<file path="src/rtl/scsi_stat_pkg.sv">
package scsi_stat_pkg;

    localparam int DW     = 16;
    localparam int AW     = 8;
    localparam int SW     = 14;
    localparam int PH_W   = 3;
    localparam int NCFG   = 8;
    localparam int IE_BIT = 0;

    typedef enum logic [AW-1:0] {
        OFF_DIAG    = 8'h00,
        OFF_CTRL    = 8'h0C,
        OFF_ID      = 8'h10,
        OFF_TSEL    = 8'h14,
        OFF_SELDET  = 8'h18,
        OFF_DATA    = 8'h20,
        OFF_MODE    = 8'h24,
        OFF_CONN    = 8'h48,
        OFF_XFER    = 8'h4C,
        OFF_CMD     = 8'h50,
        OFF_DIAGCTL = 8'h54
    } reg_off_e;

    // index of each plain configuration register in the bank
    localparam int CFG_DIAG    = 0;
    localparam int CFG_CTRL    = 1;
    localparam int CFG_ID      = 2;
    localparam int CFG_TSEL    = 3;
    localparam int CFG_DATA    = 4;
    localparam int CFG_MODE    = 5;
    localparam int CFG_CMD     = 6;
    localparam int CFG_DIAGCTL = 7;

    localparam logic [AW-1:0] CFG_OFF [NCFG] = '{
        OFF_DIAG, OFF_CTRL, OFF_ID, OFF_TSEL,
        OFF_DATA, OFF_MODE, OFF_CMD, OFF_DIAGCTL
    };

    localparam logic [DW-1:0] CFG_KEEP [NCFG] = '{
        16'hFFFF, 16'hFFFF, 16'h0007, 16'h0007,
        16'h00FF, 16'h0003, 16'hFFFF, 16'hFFFF
    };

    // connection status: clear-on-one and protected bit sets
    localparam logic [SW-1:0] CONN_CLR = 14'h3B88;
    localparam logic [SW-1:0] CONN_RO  = 14'h3BF7;
    localparam logic [SW-1:0] CONN_GRP = 14'h3B80;

    // transfer status
    localparam logic [SW-1:0] XFER_CLR = 14'h2C18;
    localparam logic [SW-1:0] XFER_RO  = 14'h0C17;
    localparam logic [SW-1:0] XFER_GRP = 14'h3810;

    typedef struct packed {
        logic          valid;
        logic          write;
        logic [AW-1:0] addr;
        logic [DW-1:0] wdata;
    } bus_req_t;

    typedef struct packed {
        logic conn;
        logic data;
    } summary_t;

    function automatic logic aligned(input logic [AW-1:0] a);
        return a[1:0] == 2'b00;
    endfunction

endpackage

</file>
<file path="src/rtl/scsi_cfg_reg.sv">
module scsi_cfg_reg #(
    parameter int              W    = 16,
    parameter logic [W-1:0]    KEEP = '1
) (
    input  logic         clk,
    input  logic         rst,
    input  logic         wr_en,
    input  logic [W-1:0] wdata,
    output logic [W-1:0] q
);

    always_ff @(posedge clk) begin
        if (rst)
            q <= '0;
        else if (wr_en)
            q <= wdata & KEEP;
    end


    keep_mask_chk: assert property (@(posedge clk) disable iff (rst)
        wr_en |=> (q == ($past(wdata) & KEEP)));

endmodule

</file>
<file path="src/rtl/scsi_status_reg.sv">
module scsi_status_reg #(
    parameter int           W        = 14,
    parameter logic [W-1:0] CLR_MASK = '0,
    parameter logic [W-1:0] RO_MASK  = '0,
    parameter int           CNT_BITS = 0
) (
    input  logic         clk,
    input  logic         rst,
    input  logic         wr_en,
    input  logic [W-1:0] wdata,
    input  logic [W-1:0] set_in,
    input  logic         tick,
    output logic [W-1:0] q
);

    localparam logic [W-1:0] CNT_MASK = (CNT_BITS > 0) ? W'((1 << CNT_BITS) - 1) : '0;
    localparam logic [W-1:0] SET_MASK = ~CNT_MASK;
    localparam logic [W-1:0] KEEP     = RO_MASK & ~CLR_MASK & ~CNT_MASK;
    localparam logic [W-1:0] FREE     = ~RO_MASK & ~CLR_MASK;

    logic [W-1:0] sw_next;
    logic [W-1:0] hw_next;
    logic [W-1:0] cnt_inc;
    logic [W-1:0] d;

    always_comb begin
        if (wr_en)
            sw_next = (q & RO_MASK & ~(wdata & CLR_MASK)) | (wdata & FREE);
        else
            sw_next = q;
        // hardware set wins over a software clear in the same cycle
        hw_next = sw_next | (set_in & SET_MASK);
        cnt_inc = ((q & CNT_MASK) + W'(1)) & CNT_MASK;
        if (tick && (CNT_BITS > 0))
            d = (hw_next & ~CNT_MASK) | cnt_inc;
        else
            d = hw_next;
    end

    always_ff @(posedge clk) begin
        if (rst)
            q <= '0;
        else
            q <= d;
    end


    set_wins_chk: assert property (@(posedge clk) disable iff (rst)
        (|(set_in & SET_MASK)) |=> ((q & $past(set_in & SET_MASK)) == $past(set_in & SET_MASK)));


    ro_keep_chk: assert property (@(posedge clk) disable iff (rst)
        (wr_en && !(|(set_in & SET_MASK))) |=> ((q & KEEP) == $past(q & KEEP)));

    generate
        if (CNT_BITS > 0) begin : g_phase

            phase_step_chk: assert property (@(posedge clk) disable iff (rst)
                tick |=> ((q & CNT_MASK) == (($past(q & CNT_MASK) + W'(1)) & CNT_MASK)));
        end
    endgenerate

endmodule

</file>
<file path="src/rtl/scsi_summary.sv">
module scsi_summary
    import scsi_stat_pkg::*;
(
    input  logic [SW-1:0] conn_q,
    input  logic [SW-1:0] xfer_q,
    input  logic          irq_en,
    output summary_t      flags,
    output logic          irq
);

    always_comb begin
        flags.conn = |(conn_q & CONN_GRP);
        flags.data = |(xfer_q & XFER_GRP);
        irq        = irq_en & (flags.conn | flags.data);
    end

endmodule

</file>
<file path="src/rtl/scsi_stat_regs.sv">
module scsi_stat_regs
    import scsi_stat_pkg::*;
(
    input  logic          clk,
    input  logic          rst,
    input  logic          bus_valid,
    input  logic          bus_write,
    input  logic [AW-1:0] bus_addr,
    input  logic [DW-1:0] bus_wdata,
    output logic [DW-1:0] bus_rdata,
    input  logic [SW-1:0] conn_set,
    input  logic [SW-1:0] xfer_set,
    input  logic          tick,
    output logic          xfer_sync,
    output logic          irq
);

    bus_req_t      req;
    logic          wr_ok;
    logic [DW-1:0] cfg_q [NCFG];
    logic [SW-1:0] conn_q;
    logic [SW-1:0] xfer_q;
    summary_t      flags;

    assign req   = '{valid: bus_valid, write: bus_write, addr: bus_addr, wdata: bus_wdata};
    assign wr_ok = req.valid && req.write && aligned(req.addr);

    generate
        for (genvar k = 0; k < NCFG; k++) begin : g_cfg
            scsi_cfg_reg #(.W(DW), .KEEP(CFG_KEEP[k])) u_cfg (
                .clk   (clk),
                .rst   (rst),
                .wr_en (wr_ok && (req.addr == CFG_OFF[k])),
                .wdata (req.wdata),
                .q     (cfg_q[k])
            );
        end
    endgenerate

    scsi_status_reg #(
        .W(SW), .CLR_MASK(CONN_CLR), .RO_MASK(CONN_RO), .CNT_BITS(0)
    ) u_conn (
        .clk    (clk),
        .rst    (rst),
        .wr_en  (wr_ok && (req.addr == OFF_CONN)),
        .wdata  (req.wdata[SW-1:0]),
        .set_in (conn_set),
        .tick   (1'b0),
        .q      (conn_q)
    );

    scsi_status_reg #(
        .W(SW), .CLR_MASK(XFER_CLR), .RO_MASK(XFER_RO), .CNT_BITS(PH_W)
    ) u_xfer (
        .clk    (clk),
        .rst    (rst),
        .wr_en  (wr_ok && (req.addr == OFF_XFER)),
        .wdata  (req.wdata[SW-1:0]),
        .set_in (xfer_set),
        .tick   (tick),
        .q      (xfer_q)
    );

    scsi_summary u_sum (
        .conn_q (conn_q),
        .xfer_q (xfer_q),
        .irq_en (cfg_q[CFG_CTRL][IE_BIT]),
        .flags  (flags),
        .irq    (irq)
    );

    assign xfer_sync = |cfg_q[CFG_MODE];

    always_comb begin
        bus_rdata = '0;
        if (req.valid && !req.write) begin
            for (int k = 0; k < NCFG; k++)
                if (req.addr == CFG_OFF[k])
                    bus_rdata = cfg_q[k];
            if (req.addr == OFF_CONN)
                bus_rdata = {flags.conn, flags.data, conn_q};
            if (req.addr == OFF_XFER)
                bus_rdata = {flags.conn, flags.data, xfer_q};
        end
    end


    irq_needs_enable_chk: assert property (@(posedge clk) disable iff (rst)
        irq |-> cfg_q[CFG_CTRL][IE_BIT]);


    misaligned_ignored_chk: assert property (@(posedge clk) disable iff (rst)
        (bus_valid && bus_write && (bus_addr[1:0] != 2'b00))
            |=> ($stable(cfg_q[CFG_ID]) && $stable(cfg_q[CFG_CTRL]) && $stable(cfg_q[CFG_DATA])));


    conn_flag_src_chk: assert property (@(posedge clk) disable iff (rst)
        (|(conn_set & CONN_GRP)) |=> flags.conn);

endmodule

</file>
<file path="config.mk">
export PLATFORM = sky130hd
export DESIGN_NAME = scsi_stat_regs
export DESIGN_NICKNAME = d
export VERILOG_FILES = /design/src/rtl/scsi_stat_pkg.sv /design/src/rtl/scsi_cfg_reg.sv /design/src/rtl/scsi_status_reg.sv /design/src/rtl/scsi_summary.sv /design/src/rtl/scsi_stat_regs.sv
export SDC_FILE = /design/constraint.sdc
export NUM_CORES = 1
export LEC_CHECK = 0
export ABC_AREA = 0
export BUFFER_PORTS_ARGS = -buffer_cell sky130_fd_sc_hd__buf_2
export CAP_MARGIN = 40
export CORE_ASPECT_RATIO = 1.25
export CORE_MARGIN = 2
export CORE_UTILIZATION = 50
export CTS_BUF_LIST = sky130_fd_sc_hd__clkbuf_4 sky130_fd_sc_hd__clkbuf_8
export DETAILED_ROUTE_END_ITERATION = 10
export PLACE_DENSITY = 0.73
export SLEW_MARGIN = 25
export SYNTH_ARGS = -nofsm -noshare
export SYNTH_HDL_FRONTEND = slang
export SYNTH_SLANG_ARGS = --single-unit
</file>
<file path="constraint.sdc">
create_clock -name clk -period 2.18 [get_ports clk]
set_input_delay 0.327 -clock clk [delete_from_list [all_inputs] [get_ports clk]]
set_output_delay 0.327 -clock clk [all_outputs]
set_load 0.01 [all_outputs]
</file>
==> After elaboration in Yosys (flattened, before gate mapping) <==
Index checks and enable logic that the tools add are counted.
{ "totals": {"output_inout_bits": 18, "in_bits": 57, "word_cells": 64, "ff_bits": 108} }
{ "op_classes": {"bitwise": 11, "add_sub_neg": 1, "mux": 14, "reduce_logical": 19, "n_eq_ne": 9} }
{ "ops": {"columns": ["cell", "count"], "rows": [
  ["16-bit 2-to-1 mux", 11],
  ["14-bit 2-to-1 mux", 3],
  ["8-bit by 7-bit == test with 1-bit output (second input constant)", 4],
  ["14-bit NOT", 2],
  ["14-bit OR", 2],
  ["8-bit by 5-bit == test with 1-bit output (second input constant)", 2],
  ["8-bit by 6-bit == test with 1-bit output (second input constant)", 2],
  ["12-bit by 14-bit AND with 14-bit output", 1],
  ["14-bit AND", 1],
  ["14-bit by 11-bit OR with 14-bit output", 1],
  ["14-bit by 13-bit OR with 14-bit output", 1],
  ["14-bit by 3-bit OR with 14-bit output", 1],
  ["1-bit logical AND", 13],
  ["8-bit by 4-bit == test with 1-bit output (second input constant)", 1],
  ["8-bit logical NOT", 1],
  ["6-bit OR reduction", 1],
  ["4-bit OR reduction", 1],
  ["3-bit by 1-bit adder with 3-bit output (second input constant)", 1],
  ["2-bit logical NOT", 1],
  ["2-bit OR reduction", 1],
  ["1-bit AND", 1],
  ["1-bit logical NOT", 1],
  ["1-bit OR", 1]
]} }

==> Depth between registers and ports, before layout <==
{ "logic_depth": {"ltp_word": 12, "depth_mapped": 8, "mapped_depth_nobuf": 5} }

==> Hierarchy <==
Synthesis repeated with hierarchy kept, for this count alone.
{ "unflattened": {"hier_cells": 744, "area_unflattened_um2": 6361.1} }
{ "modules_own_cells": {"columns": ["mod", "instances", "seq_area_each_um2", "area_each_um2", "cells_each"], "rows": [
  ["scsi_cfg_reg at g_cfg[0].u_cfg ...", 4, 320.3, 580.6, 52],
  ["scsi_stat_regs", 1, 0.0, 2039.5, 328],
  ["scsi_status_reg at u_xfer", 1, 280.3, 553.0, 54],
  ["scsi_status_reg at u_conn", 1, 280.3, 469.2, 45],
  ["scsi_cfg_reg at g_cfg[2].u_cfg ...", 2, 60.1, 202.7, 23],
  ["scsi_cfg_reg at g_cfg[4].u_cfg", 1, 160.2, 349.1, 35],
  ["scsi_cfg_reg at g_cfg[5].u_cfg", 1, 40.0, 176.4, 21],
  ["scsi_summary", 1, 0.0, 46.3, 7]
]} }

==> Worst setup path after synthesis <==
No wires, ideal clock.
{ "synth_timing": {"path_kind": "input to output", "start": "input port bus_addr[5]", "end": "output port bus_rdata[3]", "path_buffers": 1, "arrival_time_ns": 1.791, "required_time_ns": 1.853, "cell_stages": 5, "path_slack_ns": 0.062, "path_cell_list": "or4_1 nor2_2 buf_2 a221oi_1 a211oi_1"} }
{ "synth_between": {"elab_chain_len": 12, "elab_cells_between_ends": 21, "cone_classes": "9 x eq/ne; 11 x mux; 1 x reduce/logical"} }
{ "synth_lines": {"columns": ["item", "line_no", "rtl"], "rows": [
  ["start, declared", "scsi_stat_regs.sv:8", "input logic [AW-1:0] bus_addr,"],
  ["8-bit logical NOT", "scsi_stat_regs.sv:78", "if (req.addr == CFG_OFF[k])"],
  ["16-bit 2-to-1 mux (8 in a row)", "scsi_stat_regs.sv:78", null],
  ["16-bit 2-to-1 mux", "scsi_stat_regs.sv:80", "if (req.addr == OFF_CONN)"],
  ["16-bit 2-to-1 mux *", "scsi_stat_regs.sv:82", "if (req.addr == OFF_XFER)"],
  ["16-bit 2-to-1 mux *", "scsi_stat_regs.sv:76", "if (req.valid && !req.write) begin"],
  ["end, declared", "scsi_stat_regs.sv:10", "output logic [DW-1:0] bus_rdata,"]
]} }
Mark *: on every way between the ends. The rest lies on a longest branch, timed or not.

==> Worst setup path in the final report <==
Ends and elaborated chain as after synthesis.

==> metrics.txt <==
Tightest Pin Transition 549 ps; Min Hold Slack 144 ps; critical path capture point type primary output; final hold viol count 0; Synth top area share 41.8%; failing checks setup timing; P_sw 951 µW; initial DRC count 436; layout cells sized above 1 26.2%; CP Cell Sequence buf_8, or4b_4, buf_12, nor3_4, a22o_1, a221oi_2, a211oi_1, buf_2; CTS tree built; power density over the cells 588 mW/mm²; Slew HR 63.4%; end-of-flow core utilization 64.2%; total track usage 29.2%; Sw Ratio 24.9%; IO Pins 75; Slew Viols, Final 0; largest net degree at the start of global routing 50; first-pass GRT wire length 25.5 mm; clock buffer depth 2; #FFs+latches synth 108; drt total wl 16.1 mm; Top FF cell, synth dfxtp_1; CP Max Fanout 4; RSZ-0062 raised after global routing yes; reg2reg start u_xfer.q[0]; vias 5444; Synth cell types 59; TritonCTS buffer count 9; Cell Int Power 2.86 mW; RD Place Congestion 0.906; ys async rst share 0%; CP required 1850 ps; most frequent cells in the layout nand2_1, dfxtp_1, a21oi_1; max-cap violations 0; Pwr Total 3.82 mW; slowest CP cell or4b_4; synth warn 0; Die Wd 95.0 µm; arrival time worst endpoint 2030 ps; crit path time final 2360 ps; EDFF count, synth 0; reg2reg path depth 4; Post-Place Setup Slack -227 ps; DRC 0; commonest non-fill, non-tap cell in the layout nand2_1; syn nets 737; number of H-tree levels 3; part of the power in registers 53.4%; status finished, violations left; Core Box Area 0.0101 mm²; global route overflow 0; die footprint 0.0112 mm²; register-to-register setup slack 1240 ps; Clock Power Share 36.5%; final cell count without fillers 927; Seq/Total Area, Yosys 41.8%; Post-Synthesis Cell Area 0.00517 mm²; Routed Antenna Nets 0; final worst setup slack -181 ps; Worst Skew 0.136 ps; count of buffers from port buffering 71; initial antenna violation count 0; Max stage delay on crit path 570 ps; Critical Path End bus_rdata[3]; CP Class primary input to primary output; largest area contributor in the netlist dfxtp_1; WL/cell 17.3 µm; vias per cell 5.87; CTS clk-pin slew, worst paths 100 ps; root buf cell clkbuf_8; Pre-Repair DR Iteration Count 5; Reg2Reg Capture Point u_xfer.q[2]; placed cell count 903; Avg Cell Area, Syn 7.62 µm²; post-cts hold buffer count 0; FMAX 0.423 GHz; Syn Inst Count 679; nets 851; Clk Latency, worst-skew pair 380 ps; # clock sinks 108; startpoint kind of the worst setup timing path primary input; # diodes 0; final period utilization 108%; top cells by area, synth dfxtp_1, nand2_1, a21oi_1, nand3_1, nor2_1; Area growth, synth to finish 25.5%; die extent in y 118 µm; Hold WC Path Type primary input to flop; Peak VDD IR 0.000400 V; count of standard-cell rows 41; Final setup viols 16; Comb pwr share 10.2%; leakage 2.47 nW; via count of the first global-routing pass 5282; Worst Setup SP bus_addr[5]; initial core utilization 51.2%; DP HPWL 11.8 mm
flip-flops by register name, indices dropped and copies added (netlist names):
register	cells
g_cfg.u_cfg.q	80
u_conn.q	14
u_xfer.q	14
per-layer routing:
metal	up-vias	routed length, µm	GRT usage (%)	share of wire, %
met3	45	1100	4.74	6.9
li1	2596	-	-	-
met2	255	8100	49.3	50
met1	2548	6250	35.6	39
met5	-	0	0	0
met4	0	627	14.2	3.9
synthesized netlist by cell type (3+ instances only):
| master | instances |
|---|---|
| mux2_2 | 7 |
| o22ai_1 | 9 |
| a22oi_1 | 16 |
| buf_2 | 21 |
| or3_1 | 3 |
| or4_1 | 3 |
| a221oi_2 | 3 |
| o21bai_1 | 3 |
| nor3_1 | 5 |
| nand2b_1 | 4 |
| buf_1 | 4 |
| dfxtp_1 | 108 |
| nand3_1 | 55 |
| a21oi_1 | 110 |
| a221oi_1 | 4 |
| nand2_1 | 149 |
| clkbuf_1 | 22 |
| nor2_1 | 53 |
| and3_1 | 5 |
| a31oi_1 | 9 |
| mux2i_1 | 16 |
| inv_1 | 13 |
| o21ai_0 | 12 |
final cells by class:
class	count	area [µm²]
timing repair buffer	152	1060
inverter	13	48.8
clock buffer	11	145
sequential	108	2160
clock inverter	5	82.6
tap	129	161
multi-input combinational	509	2830
fill	901	3620
metrics by stage:
step                area, µm²  setup TNS [ps]
floorplan                5170               0
global placement         6100           -1860
detailed placement       6100           -2150
CTS                      6450           -1750
global route             6490           -2720
finish                   6490           -1940
worst min path at each step:
stage	start	to	slack [ps]	cells after the start
6_report	conn_set[13]	u_conn.q[13]	140	3
2_1_floorplan	g_cfg[1].u_cfg.q[10]	g_cfg[1].u_cfg.q[10]	430	2
4_1_cts	conn_set[13]	u_conn.q[13]	130	3
3_5_place_dp	g_cfg[7].u_cfg.q[13]	g_cfg[7].u_cfg.q[13]	450	2
3_3_place_gp	g_cfg[7].u_cfg.q[10]	g_cfg[7].u_cfg.q[10]	440	2
5_1_grt	xfer_set[3]	u_xfer.q[3]	140	3
logic make-up (layout without fill, tap and decap cells):
| group | after synthesis | in the layout | synth area share (%) |
|---|---|---|---|
| adders and majority gates | 1 | 1 | 0.242 |
| DFF | 108 | 108 | 41.8 |
| buffers and inverters | 62 | 181 | 5.15 |
| muxes | 23 | 23 | 4.62 |
| and+or+nand+nor | 304 | 304 | 27.5 |
| AOI/OAI and AO/OA | 179 | 179 | 20.3 |
| xor gates and xnor gates | 2 | 2 | 0.339 |
critical path, delay by kind of cell:
family / cells / cell delay (ps)
buffers and inverters: 3 / 420
AOI/OAI and AO/OA: 3 / 510
and+or+nand+nor: 2 / 780
power groups by stage:
stage	clock network [mW]	logic [mW]	registers (mW)
floorplan	0	0.185	2.07
global placement	0	0.360	2.08
detailed placement	0	0.368	2.08
CTS	1.41	0.377	2.04
global route	1.50	0.418	2.04
finish	1.39	0.388	2.04
timing repair:
item / 4_1_cts / 5_1_grt
gates resized for setup: 15 / 14
setup endpoints to repair: 16 / 16
buffers inserted: 8 / 2
pin swaps: 2 / 4
hold endpoints to repair: 0 / 0
No activity file was read; power rests on OpenSTA's default activity.
